==> src/rtl/lau_pkg.sv <==
package lau_pkg;

    localparam int LOG_FRAC = 12;
    localparam int LOG_INT  = 5;
    localparam int LOG_W    = LOG_INT + LOG_FRAC;
    localparam int SEG_BITS = 3;
    localparam int POS_W    = LOG_FRAC - SEG_BITS;
    localparam int COEF_W   = 13;
    localparam int PROD_W   = COEF_W + POS_W;

    typedef logic signed [LOG_W-1:0] log_t;

    typedef enum logic [2:0] {
        OP_MUL   = 3'd0,
        OP_DIV   = 3'd1,
        OP_RCP   = 3'd2,
        OP_SQRT  = 3'd3,
        OP_RSQRT = 3'd4,
        OP_SQR   = 3'd5
    } lau_op_e;

    typedef struct packed {
        logic [COEF_W-1:0] base;
        logic [COEF_W-1:0] slope;
    } seg_t;

    typedef struct packed {
        logic    vld;
        lau_op_e op;
        logic    za;
        logic    zb;
        log_t    la;
        log_t    lb;
    } s1_t;

    // log2(1+f) chord segments, Q12: value at segment start, slope
    function automatic seg_t log_seg(input logic [SEG_BITS-1:0] idx);
        seg_t s;
        case (idx)
            3'd0: s = '{base: 13'd0,    slope: 13'd5568};
            3'd1: s = '{base: 13'd696,  slope: 13'd4984};
            3'd2: s = '{base: 13'd1319, slope: 13'd4504};
            3'd3: s = '{base: 13'd1882, slope: 13'd4112};
            3'd4: s = '{base: 13'd2396, slope: 13'd3784};
            3'd5: s = '{base: 13'd2869, slope: 13'd3504};
            3'd6: s = '{base: 13'd3307, slope: 13'd3264};
            default: s = '{base: 13'd3715, slope: 13'd3048};
        endcase
        return s;
    endfunction

    // 2^f - 1 chord segments, Q12
    function automatic seg_t exp_seg(input logic [SEG_BITS-1:0] idx);
        seg_t s;
        case (idx)
            3'd0: s = '{base: 13'd0,    slope: 13'd2968};
            3'd1: s = '{base: 13'd371,  slope: 13'd3232};
            3'd2: s = '{base: 13'd775,  slope: 13'd3528};
            3'd3: s = '{base: 13'd1216, slope: 13'd3848};
            3'd4: s = '{base: 13'd1697, slope: 13'd4192};
            3'd5: s = '{base: 13'd2221, slope: 13'd4576};
            3'd6: s = '{base: 13'd2793, slope: 13'd4984};
            default: s = '{base: 13'd3416, slope: 13'd5440};
        endcase
        return s;
    endfunction

    // base + slope * pos / 2^LOG_FRAC, never reaches 2^LOG_FRAC
    function automatic logic [LOG_FRAC-1:0] seg_eval(input seg_t s,
                                                     input logic [POS_W-1:0] pos);
        logic [PROD_W-1:0] prod;
        prod = PROD_W'(s.slope) * PROD_W'(pos);
        return LOG_FRAC'(s.base + COEF_W'(prod >> LOG_FRAC));
    endfunction

endpackage

==> src/rtl/lau_log_conv.sv <==
module lau_log_conv
    import lau_pkg::*;
#(
    parameter int DATA_W = 16,
    parameter int FRAC_W = 8
) (
    input  logic [DATA_W-1:0] x_i,
    output log_t              lg_o,
    output logic              zero_o
);
    localparam int IDX_W = $clog2(DATA_W);

    logic [IDX_W-1:0]          msb;
    logic [LOG_FRAC-1:0]       mant;
    logic [LOG_FRAC-1:0]       frac;
    logic signed [LOG_INT-1:0] ipart;

    always_comb begin
        msb = '0;
        for (int i = 0; i < DATA_W; i++) begin
            if (x_i[i]) msb = IDX_W'(i);
        end
    end

    // bits directly below the leading one, left aligned
    assign mant  = LOG_FRAC'(({x_i, {LOG_FRAC{1'b0}}} << (DATA_W - 1 - int'(msb))) >> (DATA_W - 1));
    assign frac  = seg_eval(log_seg(mant[LOG_FRAC-1 -: SEG_BITS]), mant[POS_W-1:0]);
    assign ipart = LOG_INT'(int'(msb) - FRAC_W);
    assign lg_o  = {ipart, frac};
    assign zero_o = (x_i == '0);

    always_comb begin
        if (!zero_o && $countones(x_i) == 1) begin

            pow2_log_chk: assert (frac == '0);
        end
    end

endmodule

==> src/rtl/lau_log_op.sv <==
module lau_log_op
    import lau_pkg::*;
(
    input  lau_op_e op_i,
    input  log_t    la_i,
    input  log_t    lb_i,
    output log_t    lr_o
);
    always_comb begin
        case (op_i)
            OP_MUL:   lr_o = la_i + lb_i;
            OP_DIV:   lr_o = la_i - lb_i;
            OP_RCP:   lr_o = -la_i;
            OP_SQRT:  lr_o = la_i >>> 1;
            OP_RSQRT: lr_o = -(la_i >>> 1);
            OP_SQR:   lr_o = la_i <<< 1;
            default:  lr_o = '0;
        endcase
    end
endmodule

==> src/rtl/lau_antilog_conv.sv <==
module lau_antilog_conv
    import lau_pkg::*;
#(
    parameter int DATA_W = 16,
    parameter int FRAC_W = 8
) (
    input  log_t              lg_i,
    output logic [DATA_W-1:0] val_o
);
    localparam int MANT_W = LOG_FRAC + 1;
    localparam int MAX_SH = DATA_W - MANT_W;

    logic signed [LOG_INT-1:0] ipart;
    logic [LOG_FRAC-1:0]       frac;
    logic [MANT_W-1:0]         mant;
    int                        sh;

    assign ipart = lg_i[LOG_W-1:LOG_FRAC];
    assign frac  = lg_i[LOG_FRAC-1:0];
    assign mant  = {1'b1, seg_eval(exp_seg(frac[LOG_FRAC-1 -: SEG_BITS]), frac[POS_W-1:0])};
    assign sh    = int'(ipart) + FRAC_W - LOG_FRAC;

    always_comb begin
        if (sh > MAX_SH) begin
            val_o = '1;
        end else if (sh >= 0) begin
            val_o = DATA_W'(mant) << sh;
        end else if (-sh >= MANT_W) begin
            val_o = '0;
        end else begin
            val_o = DATA_W'(mant >> (-sh));
        end
    end

    always_comb begin
        if (frac == '0 && sh >= 0 && sh <= MAX_SH) begin

            pow2_exp_chk: assert ($countones(val_o) == 1);
        end
    end

endmodule

==> src/rtl/log_arith_unit.sv <==
module log_arith_unit
    import lau_pkg::*;
#(
    parameter int DATA_W = 16,
    parameter int FRAC_W = 8
) (
    input  logic              clk_i,
    input  logic              rst_i,
    input  logic              in_valid_i,
    output logic              in_ready_o,
    input  logic [2:0]        op_i,
    input  logic [DATA_W-1:0] a_i,
    input  logic [DATA_W-1:0] b_i,
    output logic              res_valid_o,
    output logic [DATA_W-1:0] res_o,
    output logic              invalid_o
);
    localparam int N_OPND = 2;

    logic [DATA_W-1:0] opnd [N_OPND];
    log_t              lg   [N_OPND];
    logic              zr   [N_OPND];

    assign opnd[0] = a_i;
    assign opnd[1] = b_i;

    for (genvar g = 0; g < N_OPND; g++) begin : g_conv
        lau_log_conv #(.DATA_W(DATA_W), .FRAC_W(FRAC_W)) u_log (
            .x_i   (opnd[g]),
            .lg_o  (lg[g]),
            .zero_o(zr[g])
        );
    end

    // stage 1: logarithms of the operands
    s1_t  s1_q;
    logic ready_q;
    logic fire;

    assign fire       = in_valid_i && ready_q;
    assign in_ready_o = ready_q;

    always_ff @(posedge clk_i) begin
        if (rst_i) begin
            s1_q    <= '0;
            ready_q <= 1'b0;
        end else begin
            ready_q   <= 1'b1;
            s1_q.vld  <= fire;
            if (fire) begin
                s1_q.op <= lau_op_e'(op_i);
                s1_q.za <= zr[0];
                s1_q.zb <= zr[1];
                s1_q.la <= lg[0];
                s1_q.lb <= lg[1];
            end
        end
    end

    // stage 2: log-domain operation, exponential, special cases
    log_t              lr;
    logic [DATA_W-1:0] lin;
    logic              reserved, uses_b, inv_d;
    logic [DATA_W-1:0] res_d;

    lau_log_op u_op (
        .op_i(s1_q.op),
        .la_i(s1_q.la),
        .lb_i(s1_q.lb),
        .lr_o(lr)
    );

    lau_antilog_conv #(.DATA_W(DATA_W), .FRAC_W(FRAC_W)) u_exp (
        .lg_i (lr),
        .val_o(lin)
    );

    always_comb begin
        reserved = !(s1_q.op inside {OP_MUL, OP_DIV, OP_RCP, OP_SQRT, OP_RSQRT, OP_SQR});
        uses_b   = (s1_q.op == OP_MUL) || (s1_q.op == OP_DIV);
        inv_d    = reserved || s1_q.za || (uses_b && s1_q.zb);
        res_d    = lin;
        if (reserved)
            res_d = '0;
        else if (s1_q.op == OP_DIV && s1_q.zb)
            res_d = '1;
        else if ((s1_q.op == OP_RCP || s1_q.op == OP_RSQRT) && s1_q.za)
            res_d = '1;
        else if (s1_q.za || (uses_b && s1_q.zb))
            res_d = '0;
    end

    always_ff @(posedge clk_i) begin
        if (rst_i) begin
            res_valid_o <= 1'b0;
            res_o       <= '0;
            invalid_o   <= 1'b0;
        end else begin
            res_valid_o <= s1_q.vld;
            if (s1_q.vld) begin
                res_o     <= res_d;
                invalid_o <= inv_d;
            end
        end
    end


    ready_after_rst_chk: assert property (@(posedge clk_i) disable iff (rst_i)
        !$past(rst_i) |-> in_ready_o);


    two_cycle_lat_chk: assert property (@(posedge clk_i) disable iff (rst_i)
        res_valid_o == $past(in_valid_i && in_ready_o, 2));


    div_zero_sat_chk: assert property (@(posedge clk_i) disable iff (rst_i)
        (res_valid_o && $past(in_valid_i && in_ready_o && op_i == OP_DIV && b_i == '0, 2))
        |-> (res_o == '1 && invalid_o));


    reserved_op_chk: assert property (@(posedge clk_i) disable iff (rst_i)
        (res_valid_o && $past(in_valid_i && in_ready_o && op_i[2] && op_i[1], 2))
        |-> (res_o == '0 && invalid_o));

endmodule

==> config.mk <==
export PLATFORM = sky130hd
export DESIGN_NAME = log_arith_unit
export DESIGN_NICKNAME = d
export VERILOG_FILES = /design/src/rtl/lau_pkg.sv /design/src/rtl/lau_log_conv.sv /design/src/rtl/lau_log_op.sv /design/src/rtl/lau_antilog_conv.sv /design/src/rtl/log_arith_unit.sv
export SDC_FILE = /design/constraint.sdc
export NUM_CORES = 1
export LEC_CHECK = 0
export BUFFER_PORTS_ARGS = -buffer_cell sky130_fd_sc_hd__buf_2
export CAP_MARGIN = 20
export CORE_MARGIN = 10
export CORE_UTILIZATION = 66
export DETAILED_ROUTE_END_ITERATION = 12
export PLACE_DENSITY_LB_ADDON = 0.2
export SLEW_MARGIN = 40
export SYNTH_ARGS = -nofsm -noshare
export SYNTH_HDL_FRONTEND = slang
export SYNTH_HIERARCHICAL = 1
export SYNTH_SLANG_ARGS = --single-unit
export TNS_END_PERCENT = 50
==> constraint.sdc <==
create_clock -name clk_i -period 11.8 [get_ports clk_i]
set_input_delay 1.18 -clock clk_i [delete_from_list [all_inputs] [get_ports clk_i]]
set_output_delay 1.18 -clock clk_i [all_outputs]
set_load 0.05 [all_outputs]
== Word level (Yosys, flattened, before mapping) ==
Cells that the tools add are included.
Word-level totals
  register bits: 59
  bits of input ports: 38
  output and inout bits: 19
  logic and storage cells: 116
Operators by class
  add/sub/neg operators: 14
  multipliers: 3
  $lt $le $gt $ge: 3
  eq/ne operators: 23
  shift-type cells: 4
  mux-type cells: 42
  reductions and logical operators: 17
Operators by type and width (count)
  one-hot mux 25 bit (7 select lines): 3
  2-to-1 mux 16 bit: 7
  2-to-1 mux 4 bit: 28
  one-hot mux 17 bit (6 select lines): 1
  multiplier 13 x 9 -> 22 bit: 3
  left shift 28 x 32 -> 27 bit: 2
  adder 12 x 10 -> 12 bit: 3
  == test 3 bit, second input constant: 11
  greater-or-equal comparator 32 x 1 -> 1 bit, second input constant: 1
  greater-or-equal comparator 32 x 5 -> 1 bit, second input constant: 1
  > comparator 32 x 3 -> 1 bit, second input constant: 1
  logical NOT 16 bit: 2
  negator 32 bit: 1
  left shift 13 x 32 -> 16 bit: 1
  right shift 13 x 32 -> 16 bit: 1
  subtractor 32 x 5 -> 32 bit, second input constant: 1
  == test 3 x 2 -> 1 bit, second input constant: 8
  adder 17 bit: 1
  negator 16 -> 17 bit: 1
  negator 17 bit: 1
  subtractor 17 bit: 1
  == test 3 x 1 -> 1 bit, second input constant: 4
  logical NOT 3 bit: 4
  subtractor 4 x 4 -> 5 bit, first input constant: 2
  other kinds (7): 17

== Depth between registers and ports, before layout ==
Gate-level depths: netlist of run 1.
  word-level depth: 21
  gate-level depth with buffers: 50
  gate-level depth less buffers: 45

== Hierarchy ==
Netlist of run 1, hierarchy kept.
Modules (own cells, without submodules)
  lau_antilog_conv: times used 1, cells an instance 668, area an instance 5019.8 um2, sequential area each 0.0 um2
  lau_log_conv (g_conv[0].u_log): times used 1, cells an instance 582, area an instance 4490.6 um2, sequential area each 0.0 um2
  lau_log_conv (g_conv[1].u_log): times used 1, cells an instance 589, area an instance 4443.0 um2, sequential area each 0.0 um2
  lau_log_op: times used 1, cells an instance 348, area an instance 2324.7 um2, sequential area each 0.0 um2
  log_arith_unit: times used 1, cells an instance 261, area an instance 2179.6 um2, sequential area each 1181.1 um2

== Least setup slack after synthesis of run 1 ==
No wires, ideal clock.
  kind: input to register
  start point: input port a_i[11]
  end point: register s1_q[28] (netlist name)
  library setup time: 70 ps
  arrival: 10103 ps
  data required time: 11730 ps
  path slack: 1627 ps
  stages on the path: 42
  path buffers: 2
  path through: buf_2 -> or3_1 -> o31a_1 -> a32oi_1 -> mux2i_1 -> a221oi_2 -> ha_1 -> clkbuf_1 -> nor3_1 -> o32ai_1 -> nor2_1 -> fa_1 -> inv_1 -> fa_1 -> inv_1 -> fa_1 -> inv_1 -> fa_1 -> [6 not listed] -> o21ba_2 -> nor2b_1 -> nor2_1 -> xnor2_1 -> ha_1 -> a21o_1 -> a21oi_1 -> o21ai_0 -> a21oi_1 -> o21bai_1 -> a21oi_1 -> o21bai_1 -> a21oi_1 -> nor2b_1 -> o21ai_0 -> xnor2_1 -> nand2_1 -> a21oi_1
RTL lines
  from (decl): RTL line log_arith_unit.sv:12  | input logic [DATA_W-1:0] a_i,
  to (decl): RTL line log_arith_unit.sv:36  | s1_t s1_q;

== Worst setup path in the final report of run 1 ==
  start point: register s1_q[38] (netlist name)
  end point: register res_o[2]
Between the ends
  word-level cells in the longest chain between the ends: 14
  elaborated cells between the ends (all ways): 39
  classes of those cells: 4 x add/sub; 1 x mul; 3 x order compare; 11 x eq/ne; 2 x shift; 9 x mux; 9 x reduce/logical
Ends and longest elaborated chain
  == test 3 bit (tied with other cells): RTL line lau_log_op.sv:10  | case (op_i)
  one-hot mux 17 bit (6 select lines) (*): RTL line lau_log_op.sv:10
  named net lr[9]: RTL line log_arith_unit.sv:61  | log_t lr;
  == test 3 bit (tied with other cells): RTL line lau_pkg.sv:55  | case (idx)
  one-hot mux 25 bit (7 select lines) (*): RTL line lau_pkg.sv:55
  multiplier 13 x 9 -> 22 bit: RTL line lau_pkg.sv:72  | prod = PROD_W'(s.slope) * PROD_W'(pos);
  adder 12 x 10 -> 12 bit (*): RTL line lau_pkg.sv:73  | return LOG_FRAC'(s.base + COEF_W'(prod >> LOG_FRAC));
  right shift 13 x 32 -> 16 bit: RTL line lau_antilog_conv.sv:31  | val_o = DATA_W'(mant >> (-sh));
  2-to-1 mux 16 bit: RTL line lau_antilog_conv.sv:28  | end else if (-sh >= MANT_W) begin
  2-to-1 mux 16 bit (*): RTL line lau_antilog_conv.sv:26  | end else if (sh >= 0) begin
  2-to-1 mux 16 bit (*): RTL line lau_antilog_conv.sv:24  | if (sh > MAX_SH) begin
  named net lin[2]: RTL line log_arith_unit.sv:62  | logic [DATA_W-1:0] lin;
  2-to-1 mux 16 bit (*): RTL line log_arith_unit.sv:89  | else if (s1_q.za || (uses_b && s1_q.zb))
  2-to-1 mux 16 bit (*): RTL line log_arith_unit.sv:87  | else if ((s1_q.op == OP_RCP || s1_q.op == OP_RSQRT) && s1_q.za)
  2-to-1 mux 16 bit (*): RTL line log_arith_unit.sv:85  | else if (s1_q.op == OP_DIV && s1_q.zb)
  2-to-1 mux 16 bit (*): RTL line log_arith_unit.sv:83  | if (reserved)
  to (signal assigned): RTL line log_arith_unit.sv:101  | res_o <= res_d;
  to (decl): RTL line log_arith_unit.sv:15  | output logic [DATA_W-1:0] res_o,
Mark *: on every way through the listed nets, which the timed path passes. The rest lies on a longest branch.
A chain may end at the register's enable or synchronous reset.

==> flow_summary.yaml, run 1 <==
final_layout:
  seqCellArea_sq_um: 1180
  final_nets: 2828
  drive_gt1_frac: 0.0955
  multi_input_area_sq_um: 15700
  syn_to_final_growth_pct: 4.90
  fillers: 2380
  post-route-util: 0.699
grt:
  gr-total-overflow: 0
  grt_pass1_vias: 17500
  grt_usage: 0.283
  grt_max_degree: 60
  antenna_found_initial: 1
  grt_pass1_wl_um: 85400
synth:
  async_flop_share: 0
  synth_edf_count: 0
  synthFlopType: "dfxtp_1"
  synth_area_leaders: "fa_1, ha_1, dfxtp_1"
  synthesis.area_sq_um: 18500
  syn_inst: 2448
  ys_seq_elements: 59
  yosysWarnings: 6
  synth_top_area_share: 0.188
  syn_avg_cell_area_sq_um: 7.54
  synth_cell_types: 120
  syn_nets: 2832
  seq_area_frac_synth: 0.0640
  synth_top_area_cell: "fa_1"
sta:
  fin_ws_ns: 0.555
  period_share: 0.953
  worstMarginPinSlew_ns: 0.813
  min_period_ns: 11.25
  clock_skew_ns: 0.0118
  rsz0062_at_grt: "false"
  drv_slew: 0
  holdWs_ns: 0.473
  hold_viol: 0
  setup_tns_ns: 0
  setup_viol: 0
  slew_headroom: 0.453
  fmax_mhz: 88.9
cts:
  clock-sinks: 59
  postCtsSetupBuffers: 0
  cts_buffer_depth: 2
  cts-root-buf: "clkbuf_16"
  hold_buffers: 0
  ctsResizeCount: 0
  cts_tree: "yes"
  clock_latency_ns: 0.35
  clkTransAtPathRegs_ns: 0.06
  htree_levels: 3
  numCtsBuffers: 9
die:
  core_area_sq_um: 27700
  die_height_um: 187
  die_w_um: 187
  fp-row-count: 61
  dieArea_sq_um: 35100
  io-pin-count: 57
  start_util: 0.666
worst_setup_path:
  max_stage_delay_ns: 0.56
  critPathKind: "register to register"
  worstPathRequired_ns: 12.04
  startpoint_type: "register"
  end_kind: "register"
  slowest_stage: "fa_1"
  crit_arrival_ns: 11.49
  crit_path_max_fanout: 12
outcome:
  status: "completed"
drt:
  wl_per_cell_um: 18.0
  drtIter0Drc: 1694
  num_vias: 18000
  routed_wl_um: 51000
  vias_per_cell: 6.35
  drc: 0
  firstDrtPassIters: 7
  ant_nets: 0
place:
  dp_slack_ns: 0.411
  place_congestion: 0.972
  dp_hpwl_um: 41000
  io_buffer_count: 56
hold_path:
  hp-class: "register to register"
run:
  max_cap_violations: 0
[cells in the mapped netlist (31+ instances only)]
cell and n:
ha_1 173, and2_1 59, inv_1 271, xor2_1 41
nor2b_1 31, xnor2_1 60, nor3_1 48, o21ai_0 81
nand3_1 50, nor2_1 277, dfxtp_1 59, nand2b_1 54
nand2_1 268, fa_1 173, a21oi_1 135, clkbuf_1 68
[metal layers]
layer	vias up	share of wire	GRT usage
li1	8441	-	-
met1	8599	0.44	0.378
met2	795	0.47	0.468
met3	117	0.069	0.0360
met4	0	0.026	0.0859
met5	-	0	0
[per-stage QoR]
step / cells / area, sq um
6_report: 2828 / 19400
5_1_grt: 2827 / 19400
4_1_cts: 2826 / 19300
3_5_place_dp: 2810 / 19000
3_3_place_gp: 2809 / 19000
2_1_floorplan: 2448 / 18500
[final timing paths]
kind,start,to,slack [ns],cells past startpoint
hold reg to reg,s1_q[34]$_SDFFE_PP0P_,s1_q[34]$_SDFFE_PP0P_,0.47,2
setup reg to reg,s1_q[38]$_SDFFE_PP0P_,res_o[2]$_SDFFE_PP0P_,0.55,42
hold / removal,s1_q[34]$_SDFFE_PP0P_,s1_q[34]$_SDFFE_PP0P_,0.47,2
setup / recovery,s1_q[38]$_SDFFE_PP0P_,res_o[2]$_SDFFE_PP0P_,0.55,42
[state kept, by name, indices dropped and copies added, names as in the netlist]
register,count
in_ready_o,1
res_valid_o,1
res_o,16
invalid_o,1
s1_q,40
[cell usage in the layout, fill, tap and decap left out, types with 13 or more instances in the layout]
| cell type | count |
|---|---|
| nor2_1 | 275 |
| o21ai_0 | 80 |
| nand4_1 | 15 |
| and3_1 | 20 |
| nand2b_1 | 54 |
| buf_2 | 56 |
| nor3_1 | 47 |
| fa_1 | 173 |
| a311oi_1 | 21 |
| o21a_1 | 19 |
| nand3_1 | 50 |
| buf_4 | 47 |
| inv_1 | 271 |
| o221ai_1 | 13 |
| a22oi_1 | 19 |
| xnor2_1 | 59 |
| nand2_1 | 268 |
| a211oi_1 | 17 |
| nor4_1 | 15 |
| and2_1 | 59 |
| a21o_1 | 30 |
| o211ai_1 | 21 |
| mux2_2 | 13 |
| xor2_1 | 41 |
| dfxtp_1 | 59 |
| or2_2 | 17 |
| o21bai_1 | 13 |
| mux2i_1 | 30 |
| o21ai_1 | 20 |
| ha_1 | 173 |
| a21oi_1 | 133 |
| nor2b_1 | 30 |
[worst max-delay path, delay by kind of cell (launching register included)]
| family | cells | cell delay [ns] |
|---|---|---|
| AO/OA/AOI/OAI | 11 | 2.70 |
| adder cells (fa/ha/maj) | 8 | 3.37 |
| flip-flops | 1 | 0.44 |
| multiplexers | 1 | 0.26 |
| buffers and inverters | 6 | 0.57 |
| AND/OR/NAND/NOR | 12 | 2.65 |
| XOR/XNOR | 4 | 1.13 |
[kinds of logic after synthesis]
group	Yosys count	share of synthesized area
multiplexers	47	0.0287
adder cells (fa/ha/maj)	346	0.305
flip-flops	59	0.0640
AO/OA/AOI/OAI	566	0.219
buffers and inverters	394	0.0867
AND/OR/NAND/NOR	935	0.248
XOR/XNOR	101	0.0479
[final cells by class]
cell class | count | area share
Multi-Input combinational cell | 1995 | 0.813
Sequential cell | 59 | 0.0610
Inverter | 276 | 0.0535
Timing Repair Buffer | 103 | 0.0327
Tap cell | 378 | 0.0244
Clock buffer | 9 | 0.0116
Clock inverter | 7 | 0.00394
Antenna cell | 1 | 0.000129
Power of run 1 is left out: the tool's default activity adds up to more than one toggle a clock period on the data nets, which glitch-free logic cannot reach.
==> run 2, diff against run 1 <==
--- a/config.mk
+++ b/config.mk
@@ -14,6 +14,5 @@
 export SLEW_MARGIN = 40
 export SYNTH_ARGS = -nofsm -noshare
 export SYNTH_HDL_FRONTEND = slang
-export SYNTH_HIERARCHICAL = 1
 export SYNTH_SLANG_ARGS = --single-unit
 export TNS_END_PERCENT = 50
==> flow_summary.yaml, run 2 <==
worst_setup_path:
  slowest_stage: "fa_1"
  crit_arrival_ns: 11.15
  end_kind: "register"
  max_stage_delay_ns: 0.55
  crit_path_max_fanout: 35
  worstPathRequired_ns: 12.05
  startpoint_type: "register"
  critPathKind: "register to register"
synth:
  synth_area_leaders: "fa_1, ha_1, nand2_1"
  synth_cell_types: 98
  synth_top_area_cell: "fa_1"
  ys_seq_elements: 57
  synthesis.area_sq_um: 17000
  synth_edf_count: 0
  yosysWarnings: 0
  syn_avg_cell_area_sq_um: 7.51
  synth_top_area_share: 0.203
  syn_inst: 2267
  async_flop_share: 0
  synth.most_common_cell: "nand2_1"
  seq_area_frac_synth: 0.0670
  synthFlopType: "dfxtp_1"
  syn_nets: 2651
  synth_common_cells: "nand2_1, inv_1, nor2_1"
sta:
  fin_ws_ns: 0.908
  rsz0062_at_grt: "false"
  worstMarginPinSlew_ns: 0.901
  setup_viol: 0
  setup_tns_ns: 0
  min_period_ns: 10.89
  slew_headroom: 0.399
  clock_skew_ns: 0.0113
  period_share: 0.923
  fmax_mhz: 91.8
  hold_viol: 0
  drv_slew: 0
drt:
  ant_nets: 0
  routed_wl_um: 46000
  drc: 0
  vias_per_cell: 6.27
  wl_per_cell_um: 17.6
  num_vias: 16400
  drtIter0Drc: 1686
  firstDrtPassIters: 8
grt:
  grt_pass1_vias: 16100
  gr-total-overflow: 0
  grt_max_degree: 56
  grt_usage: 0.277
  antenna_found_initial: 0
  grt_pass1_wl_um: 77800
place:
  place_congestion: 0.974
  io_buffer_count: 56
  placed_area_sq_um: 17600
  dp_hpwl_um: 36800
  dp_slack_ns: 0.551
final_layout:
  top_register: "s1_q"
  layout_commonest_cell: "nand2_1"
  largest_reg_flops: 38
  antennaDiodeCount: 0
  syn_to_final_growth_pct: 5.59
  post-route-util: 0.710
  largest_registers: "s1_q: 38 flops, res_o: 16 flops"
  stdcell_area_sq_um: 18000
  final_cell_mix: "nand2_1, inv_1, nor2_1"
  drive_gt1_frac: 0.0863
  final_nets: 2662
die:
  die_height_um: 181
  core_area_sq_um: 25300
  dieArea_sq_um: 32600
  die_w_um: 181
  start_util: 0.673
  io-pin-count: 57
  fp-row-count: 58
cts:
  postCtsSetupBuffers: 0
  cts_tree: "yes"
  cts-root-buf: "clkbuf_16"
  numCtsBuffers: 9
  clkTransAtPathRegs_ns: 0.05
  cts_buffer_depth: 2
  clock-sinks: 57
  clock_latency_ns: 0.35
  htree_levels: 3
outcome:
  status: "completed"
hold_path:
  hp-class: "register to register"
run:
  max_cap_violations: 0
-- run 2: what timing repair did --
item	in CTS	in global routing
gates resized for setup	0	1
hold endpoints to repair	0	0
setup endpoints to repair	0	1
hold buffers	0	0
-- run 2: kinds of logic after synthesis --
kind of cell	count (synthesis)	share of synthesized area
and+or+nand+nor	838	0.229
adders and majority gates	346	0.330
DFF	57	0.0670
AOI/OAI and AO/OA	514	0.201
xor gates and xnor gates	105	0.0549
muxes	57	0.0361
buffers and inverters	350	0.0813
-- run 2: through the flow --
stage	hold WS [ns]	instances
CTS	0.476	2611
finish	0.475	2613
global route	0.509	2613
global placement	0.468	2594
detailed placement	0.465	2595
floorplan	0.450	2267
-- run 2: area by class of cell --
class | count | area, sq um
clock buffers | 11 | 233
clock inverters | 5 | 80.1
fillers | 2091 | 7340
inverters | 250 | 943
multi-input cells | 1860 | 14600
flip-flops and latches | 57 | 1140
well taps | 330 | 413
repair buffers | 100 | 606
-- run 2: path summary, 6_finish.rpt --
kind	slack (ns)	to	startpoint	cells past startpoint
setup / recovery	0.91	res_o[1]$_SDFFE_PP0P_	s1_q[36]$_SDFFE_PP0P_	42
hold / removal	0.48	invalid_o$_SDFFE_PP0P_	invalid_o$_SDFFE_PP0P_	2
setup reg to reg	0.91	res_o[1]$_SDFFE_PP0P_	s1_q[36]$_SDFFE_PP0P_	42
hold reg to reg	0.48	invalid_o$_SDFFE_PP0P_	invalid_o$_SDFFE_PP0P_	2
-- run 2: worst max-delay path: cells and delay by family, from the launching register on --
family	cells	cell delay [ns]
AO/OA/AOI/OAI	17	4.44
adder cells (fa/ha/maj)	7	2.98
AND/OR/NAND/NOR	12	2.29
buffers and inverters	5	0.66
flip-flops	1	0.33
XOR/XNOR	1	0.10
-- run 2: per-layer routing --
metal | up-vias | track usage | wire length (um)
met5 | - | 0 | 0
li1 | 7740 | - | -
met3 | 114 | 0.0337 | 2690
met1 | 7876 | 0.361 | 19900
met4 | 0 | 0.0869 | 1230
met2 | 644 | 0.466 | 22100
Power of run 2 is left out for the same reason.
